**src/rtl/stvec_pkg.sv**
```systemverilog
package stvec_pkg;

  localparam int unsigned STW   = 32;
  localparam int unsigned IRQ_N = 8;

  localparam int unsigned B_RP    = 27;
  localparam int unsigned B_FR    = 26;
  localparam int unsigned B_RE    = 25;
  localparam int unsigned B_TRACE = 24;
  localparam int unsigned B_BEV   = 22;
  localparam int unsigned B_IM_LO = 8;
  localparam int unsigned B_KX    = 7;
  localparam int unsigned B_SX    = 6;
  localparam int unsigned B_UX    = 5;
  localparam int unsigned B_IE    = 0;

  localparam logic [STW-1:0] VEC_BOOT_ROOT = 32'hBFC0_0000;
  localparam logic [STW-1:0] BASE_BOOT     = 32'hBFC0_0200;
  localparam logic [STW-1:0] BASE_NORM     = 32'h8000_0000;
  localparam logic [STW-1:0] OFF_XREFILL   = 32'h0000_0080;
  localparam logic [STW-1:0] OFF_GENERAL   = 32'h0000_0180;

  typedef enum logic [2:0] {
    EXC_GENERAL = 3'd0,
    EXC_REFILL  = 3'd1,
    EXC_IRQ     = 3'd2,
    EXC_RESET   = 3'd3,
    EXC_NMI     = 3'd4
  } exc_cls_e;

  localparam logic [1:0] PRIV_KERNEL = 2'b00;
  localparam logic [1:0] PRIV_SUPER  = 2'b01;
  localparam logic [1:0] PRIV_USER   = 2'b10;

  typedef struct packed {
    logic             rp;
    logic             fr;
    logic             re;
    logic             trace;
    logic             bev;
    logic [IRQ_N-1:0] im;
    logic             kx;
    logic             sx;
    logic             ux;
    logic             ie;
  } mode_t;

  function automatic logic [STW-1:0] impl_mask();
    logic [STW-1:0] m;
    m = '0;
    m[B_RP] = 1'b1;
    m[B_FR] = 1'b1;
    m[B_RE] = 1'b1;
    m[B_TRACE] = 1'b1;
    m[B_BEV] = 1'b1;
    for (int i = 0; i < int'(IRQ_N); i++) m[B_IM_LO + i] = 1'b1;
    m[B_KX] = 1'b1;
    m[B_SX] = 1'b1;
    m[B_UX] = 1'b1;
    m[B_IE] = 1'b1;
    return m;
  endfunction

  localparam logic [STW-1:0] WR_MASK   = impl_mask();
  localparam logic [STW-1:0] RESET_VAL = STW'(1) << B_BEV;

  function automatic mode_t decode_status(input logic [STW-1:0] s);
    mode_t m;
    m.rp    = s[B_RP];
    m.fr    = s[B_FR];
    m.re    = s[B_RE];
    m.trace = s[B_TRACE];
    m.bev   = s[B_BEV];
    m.im    = s[B_IM_LO +: IRQ_N];
    m.kx    = s[B_KX];
    m.sx    = s[B_SX];
    m.ux    = s[B_UX];
    m.ie    = s[B_IE];
    return m;
  endfunction

  // Privilege used for vector choice: exception level or code 11 -> kernel.
  function automatic logic [1:0] effective_priv(input logic [1:0] p, input logic lvl);
    if (lvl || p == 2'b11) return PRIV_KERNEL;
    return p;
  endfunction

  function automatic logic ext_for_priv(input logic [1:0] ep, input logic kx,
                                        input logic sx, input logic ux);
    case (ep)
      PRIV_SUPER: return sx;
      PRIV_USER:  return ux;
      default:    return kx;
    endcase
  endfunction

  function automatic logic [STW-1:0] entry_addr(input logic [2:0] cls, input logic bev,
                                                input logic ext);
    logic [STW-1:0] base;
    base = bev ? BASE_BOOT : BASE_NORM;
    case (cls)
      EXC_RESET, EXC_NMI: return VEC_BOOT_ROOT;
      EXC_REFILL:         return base + (ext ? OFF_XREFILL : '0);
      default:            return base + OFF_GENERAL;
    endcase
  endfunction

endpackage

```
**src/rtl/stvec_status_reg.sv**
```systemverilog
module stvec_status_reg
  import stvec_pkg::*;
#(
  parameter int unsigned W = STW,
  parameter logic [W-1:0] IMPL = WR_MASK,
  parameter logic [W-1:0] RST  = RESET_VAL
) (
  input  logic         clk,
  input  logic         rst_n,
  input  logic         wr_en,
  input  logic [W-1:0] wr_data,
  output logic [W-1:0] q
);

  for (genvar i = 0; i < int'(W); i++) begin : g_bit
    if (IMPL[i]) begin : g_ff
      logic bit_q;
      always_ff @(posedge clk or negedge rst_n) begin
        if (!rst_n)     bit_q <= RST[i];
        else if (wr_en) bit_q <= wr_data[i];
      end
      assign q[i] = bit_q;
    end else begin : g_tie
      assign q[i] = 1'b0;
    end
  end

  logic unused_wr_bits;
  assign unused_wr_bits = ^(wr_data & ~IMPL);

  AST_RESERVED_ZERO: assert property (@(posedge clk) disable iff (!rst_n) (q & ~IMPL) == '0) else $error("reserved status bit set");
  AST_WRITE_LANDS: assert property (@(posedge clk) disable iff (!rst_n) wr_en |=> q == ($past(wr_data) & IMPL)) else $error("status write lost");
  AST_HOLD_IDLE: assert property (@(posedge clk) disable iff (!rst_n) !wr_en |=> $stable(q)) else $error("status changed without write");

endmodule

```
**src/rtl/stvec_vector_sel.sv**
```systemverilog
module stvec_vector_sel
  import stvec_pkg::*;
(
  input  logic           clk,
  input  logic           rst_n,
  input  logic [2:0]     cls,
  input  logic [1:0]     priv,
  input  logic           lvl,
  input  logic           bev,
  input  logic           kx,
  input  logic           sx,
  input  logic           ux,
  output logic [1:0]     eff_priv,
  output logic           use_ext,
  output logic [STW-1:0] vec
);

  logic is_root;

  always_comb begin
    eff_priv = effective_priv(priv, lvl);
    use_ext  = ext_for_priv(eff_priv, kx, sx, ux);
    vec      = entry_addr(cls, bev, use_ext);
    is_root  = (cls == EXC_RESET) || (cls == EXC_NMI);
  end

  AST_ROOT_FIXED: assert property (@(posedge clk) disable iff (!rst_n) is_root |-> vec == VEC_BOOT_ROOT) else $error("root vector wrong");
  AST_BOOT_REGION: assert property (@(posedge clk) disable iff (!rst_n) bev |-> vec[31:12] == 20'hBFC00) else $error("vector outside boot region");
  AST_NORM_REGION: assert property (@(posedge clk) disable iff (!rst_n) (!bev && !is_root) |-> vec[31:12] == 20'h80000) else $error("vector outside normal region");
  AST_LEVEL_KERNEL: assert property (@(posedge clk) disable iff (!rst_n) lvl |-> eff_priv == PRIV_KERNEL) else $error("level did not force kernel");

endmodule

```
**src/rtl/stvec_irq_gate.sv**
```systemverilog
module stvec_irq_gate #(
  parameter int unsigned N = 8
) (
  input  logic         clk,
  input  logic         rst_n,
  input  logic         ie,
  input  logic [N-1:0] im,
  input  logic [N-1:0] pend,
  output logic [N-1:0] unmasked,
  output logic         accept
);

  always_comb begin
    unmasked = pend & im;
    accept   = ie && (unmasked != '0);
  end

  AST_IE_BLOCKS: assert property (@(posedge clk) disable iff (!rst_n) !ie |-> !accept) else $error("accept with interrupts disabled");
  AST_NEEDS_LINE: assert property (@(posedge clk) disable iff (!rst_n) accept |-> (pend & im) != '0) else $error("accept with no enabled pending line");

endmodule

```
**src/rtl/stvec_ctrl.sv**
```systemverilog
module stvec_ctrl
  import stvec_pkg::*;
(
  input  logic        clk,
  input  logic        rst_n,
  input  logic        st_wr,
  input  logic [31:0] st_wdata,
  output logic [31:0] st_rdata,
  input  logic [2:0]  exc_cls,
  input  logic [1:0]  priv,
  input  logic        exl,
  input  logic [7:0]  irq_pend,
  output logic [31:0] vec_addr,
  output logic        irq_accept,
  output logic        rp_req,
  output logic        fr_mode,
  output logic        rev_endian,
  output logic        trace_en,
  output logic        kx_en,
  output logic        sx_en,
  output logic        ux_en
);

  logic [STW-1:0]   status_q;
  mode_t            mode;
  logic [1:0]       eff_priv;
  logic             use_ext;
  logic [IRQ_N-1:0] unmasked;

  stvec_status_reg #(.W(STW), .IMPL(WR_MASK), .RST(RESET_VAL)) u_status (
    .clk     (clk),
    .rst_n   (rst_n),
    .wr_en   (st_wr),
    .wr_data (st_wdata),
    .q       (status_q)
  );

  assign mode = decode_status(status_q);

  stvec_vector_sel u_vsel (
    .clk      (clk),
    .rst_n    (rst_n),
    .cls      (exc_cls),
    .priv     (priv),
    .lvl      (exl),
    .bev      (mode.bev),
    .kx       (mode.kx),
    .sx       (mode.sx),
    .ux       (mode.ux),
    .eff_priv (eff_priv),
    .use_ext  (use_ext),
    .vec      (vec_addr)
  );

  stvec_irq_gate #(.N(IRQ_N)) u_irq (
    .clk      (clk),
    .rst_n    (rst_n),
    .ie       (mode.ie),
    .im       (mode.im),
    .pend     (irq_pend),
    .unmasked (unmasked),
    .accept   (irq_accept)
  );

  assign st_rdata   = status_q;
  assign rp_req     = mode.rp;
  assign fr_mode    = mode.fr;
  assign rev_endian = mode.re;
  assign trace_en   = mode.trace;
  assign kx_en      = mode.kx;
  assign sx_en      = mode.sx;
  assign ux_en      = mode.ux;

  AST_EXT_ONLY_REFILL: assert property (@(posedge clk) disable iff (!rst_n) (exc_cls == EXC_REFILL && use_ext) |-> vec_addr[7:0] == 8'h80) else $error("extended refill offset wrong");
  AST_RESET_BOOT: assert property (@(posedge clk) disable iff (!rst_n) $rose(rst_n) |-> st_rdata == RESET_VAL) else $error("reset value wrong");
  AST_FLAG_RP: assert property (@(posedge clk) disable iff (!rst_n) st_wr |=> rp_req == $past(st_wdata[B_RP])) else $error("rp flag mismatch");

endmodule

```
**config.mk**
```make
export PLATFORM = sky130hd
export DESIGN_NAME = stvec_ctrl
export DESIGN_NICKNAME = d
export VERILOG_FILES = /design/src/rtl/stvec_pkg.sv /design/src/rtl/stvec_status_reg.sv /design/src/rtl/stvec_vector_sel.sv /design/src/rtl/stvec_irq_gate.sv /design/src/rtl/stvec_ctrl.sv
export SDC_FILE = /design/constraint.sdc
export NUM_CORES = 1
export LEC_CHECK = 0
export BUFFER_PORTS_ARGS = -buffer_cell sky130_fd_sc_hd__buf_2
export CORE_MARGIN = 10
export CORE_UTILIZATION = 30
export CTS_BUF_LIST = sky130_fd_sc_hd__clkbuf_8
export DETAILED_ROUTE_END_ITERATION = 10
export GPL_ROUTABILITY_DRIVEN = 0
export GPL_TIMING_DRIVEN = 0
export PLACE_DENSITY = 0.77
export SYNTH_ARGS = -nofsm -noshare
export SYNTH_HDL_FRONTEND = slang
export SYNTH_SLANG_ARGS = --single-unit
```
**constraint.sdc**
```tcl
create_clock -name clk -period 3.8 [get_ports clk]
set_input_delay 0.57 -clock clk [delete_from_list [all_inputs] [get_ports clk]]
set_output_delay 0.57 -clock clk [all_outputs]
set_load 0.02 [all_outputs]
```
==> impl_metrics.env <==
export IMPL_cts_max_level=1
export IMPL_grt_pass1_wl_um=5260
export IMPL_r2r_setup_slack_ns=3.01
export IMPL_grtUsageMet1_pct=7.73
export IMPL_synthToLayoutAreaGrowth_pct=45.0
export IMPL_wire_per_inst_um=12.3
export IMPL_grt_use_total_pct=8.66
export IMPL_intPower_w=0.000394
export IMPL_drive_above_1_share_pct=65.9
export IMPL_worstPathRequired_ns=3.23
export IMPL_post_cts_setup_buffer_count=0
export IMPL_setup_viol=0
export IMPL_ant_nets=0
export IMPL_hold_path_class="input pin to async pin"
export IMPL_clk_latency_ns=0.25
export IMPL_netlist_area_mm2=0.00128
export IMPL_utilization_pct=45.8
export IMPL_gr_usage_met2_pct=15.4
export IMPL_cts_num_sinks=17
export IMPL_grt_pass1_vias=1109
export IMPL_clock_path_buffers=2
export IMPL_path_class="input pin to output pin"
export IMPL_drt_total_wl_um=3430
export IMPL_ys_ff_latch=17
export IMPL_avgSynthCellArea_um2=10.4
export IMPL_critPathLaunchType="input pin"
export IMPL_remaining_drc_errors=0
export IMPL_top_register="u_status.g_bit.g_ff.bit_q"
export IMPL_critPathCaptureType="output pin"
export IMPL_netlist_area_leader_share_pct=35.2
export IMPL_place_detailed_hpwl_um=3060
export IMPL_fp_row_count=23
export IMPL_numCtsBuffers=3
export IMPL_p_seq_share_pct=35.4
export IMPL_p_leak_nw=1.09
export IMPL_fin_skew_ns=0
export IMPL_power_w=0.000605
export IMPL_final_nets=281
export IMPL_placed_area_mm2=0.00181
export IMPL_synth_area_leaders="buf_4 35%, dfrtp_1 31%, mux2_2 7.9%"
export IMPL_outcome="finished, final reports clean"
export IMPL_stdcell_area_mm2=0.00186
export IMPL_port_buffer_count=68
export IMPL_start_util_pct=31.6
export IMPL_via_per_inst=3.64
export IMPL_arrival_ns=1.88
export IMPL_grt_remaining_overflow=0
export IMPL_drv_slew=0
export IMPL_first_iter_violations=26
export IMPL_ys_warn_count=0
export IMPL_coreArea_mm2=0.00406
export IMPL_vias=1016
export IMPL_cp_max_fo=2
export IMPL_seqCellArea_um2=427
export IMPL_die_width_um=85.4
export IMPL_tritoncts="yes"
export IMPL_drv_cap=0
export IMPL_die_area_mm2=0.00728
export IMPL_die_h_um=85.4
export IMPL_insertedDiodeCount=0
export IMPL_rsz0062_at_grt="no"
export IMPL_post_cts_resized=0
export IMPL_pre_cts_ws_ns=1.35
export IMPL_reg_top3="u_status.g_bit.g_ff.bit_q: 17 flops"
export IMPL_cts_hold_buf=0
export IMPL_p_per_area_mw_per_mm2=326
export IMPL_pwr_share_clk_pct=22.0
export IMPL_first_pass_iters=4
export IMPL_fin_crit_sh_pct=64.5
export IMPL_p_switching_w=0.000211
export IMPL_path_clk_slew_ns=0.07
export IMPL_sw_frac_of_total_pct=34.9
export IMPL_synth_cells=123
export IMPL_final_fill_count=396
export IMPL_largest_register_ffs=17
export IMPL_multi_input_area_um2=485
export IMPL_pin_count=121
export IMPL_grt_max_degree=18
export IMPL_pwr_share_comb_pct=42.6
export IMPL_vdd_ir_drop_max_mv=0.150
export IMPL_synth_top_cell_by_area="buf_4"
export IMPL_fmax_mhz=408
export IMPL_fin_crit_ns=2.45
export IMPL_yosysUniqueCellTypes=23
export IMPL_hold_viol=0
export IMPL_grt_busiest_layer="met2"
export IMPL_cts_root_buf="clkbuf_8"
export IMPL_synth_sequential_area_ratio_pct=33.3
export IMPL_antenna_found_initial=0
export IMPL_use_met3_pct=6.12
export IMPL_setup_tns_ns=0
export IMPL_setup_slack_ns=1.35
==> critical path, cell delays in order <==
cell,delay [ns]
buf_2,0.10
nor3b_1,0.27
inv_1,0.08
ha_1,0.20
a221oi_1,0.30
a211o_1,0.15
a21oi_1,0.06
buf_2,0.16
==> stage by stage <==
stage	std cells	hold WS, ns
2_1_floorplan	157	0.274
5_1_grt	279	0.255
3_5_place_dp	275	0.521
3_3_place_gp	275	0.515
4_1_cts	279	0.240
6_report	279	0.232
==> path summary, 6_finish.rpt <==
check	start	endpoint	depth (start not counted)
worst min-delay path	rst_n	u_status.g_bit[15].g_ff.bit_q$_DFFE_PN0P_	1
max in group asynchronous	rst_n	u_status.g_bit[22].g_ff.bit_q$_DFFE_PN1P_	1
worst max register to register	u_status.g_bit[8].g_ff.bit_q$_DFFE_PN0P_	u_status.g_bit[8].g_ff.bit_q$_DFFE_PN0P_	1
min in group clk	st_wdata[7]	u_status.g_bit[7].g_ff.bit_q$_DFFE_PN0P_	3
worst max-delay path	priv[1]	vec_addr[7]	8
worst min register to register	u_status.g_bit[27].g_ff.bit_q$_DFFE_PN0P_	u_status.g_bit[27].g_ff.bit_q$_DFFE_PN0P_	1
==> routing by layer <==
metal,vias up,wire length [um]
met3,2,563
met5,-,0
met4,0,12
met2,62,1640
met1,434,1220
li1,518,-
==> power groups by stage <==
stage | clock [W] | sequential (W) | combinational (W)
after floorplan | 0 | 0.000224 | 0.000181
after global placement | 0 | 0.000217 | 0.000255
after detailed placement | 0 | 0.000218 | 0.000259
after CTS | 0.000141 | 0.000215 | 0.000259
after global routing | 0.000149 | 0.000218 | 0.000278
final | 0.000133 | 0.000214 | 0.000258
==> cells in the final DEF, fill, tap and decap left out, types with 3 or more instances in the layout <==
| cell | instances |
|---|---|
| conb_1 | 36 |
| clkbuf_8 | 3 |
| mux2_2 | 9 |
| inv_1 | 4 |
| a22oi_1 | 4 |
| dfrtp_1 | 16 |
| nand2_1 | 3 |
| mux2_4 | 6 |
| buf_2 | 68 |
| buf_4 | 60 |
==> cells by family after synthesis <==
group | synth area share [%]
other cells | 0.586
compound gates | 5.96
fa+ha+maj | 1.95
simple gates | 4.49
flops | 33.3
buf+inv | 38.8
mux | 14.9
==> final cells by class <==
type	instances	share of cell area [%]
Buffer	62	25.9
Timing Repair Buffer	68	18.3
Clock inverter	1	0.269
Multi-Input combinational cell	74	26.1
Clock buffer	3	2.22
Inverter	4	0.808
Tap cell	50	3.37
Sequential cell	17	23.0
==> synthesized netlist by cell type (all sizes together) <==
cell and instances:
a211o 1, buf 62, nand2b 1, mux2 15
a221oi 1, dfstp 1, ha 2, inv 4
nor2b 1, conb 2, dfrtp 16, nand2 3
and2 1, a41oi 1, nor3b 2, o21ai 2
a22oi 4, a21oi 2, nor2 2
Power figures use the tool's default switching activity.
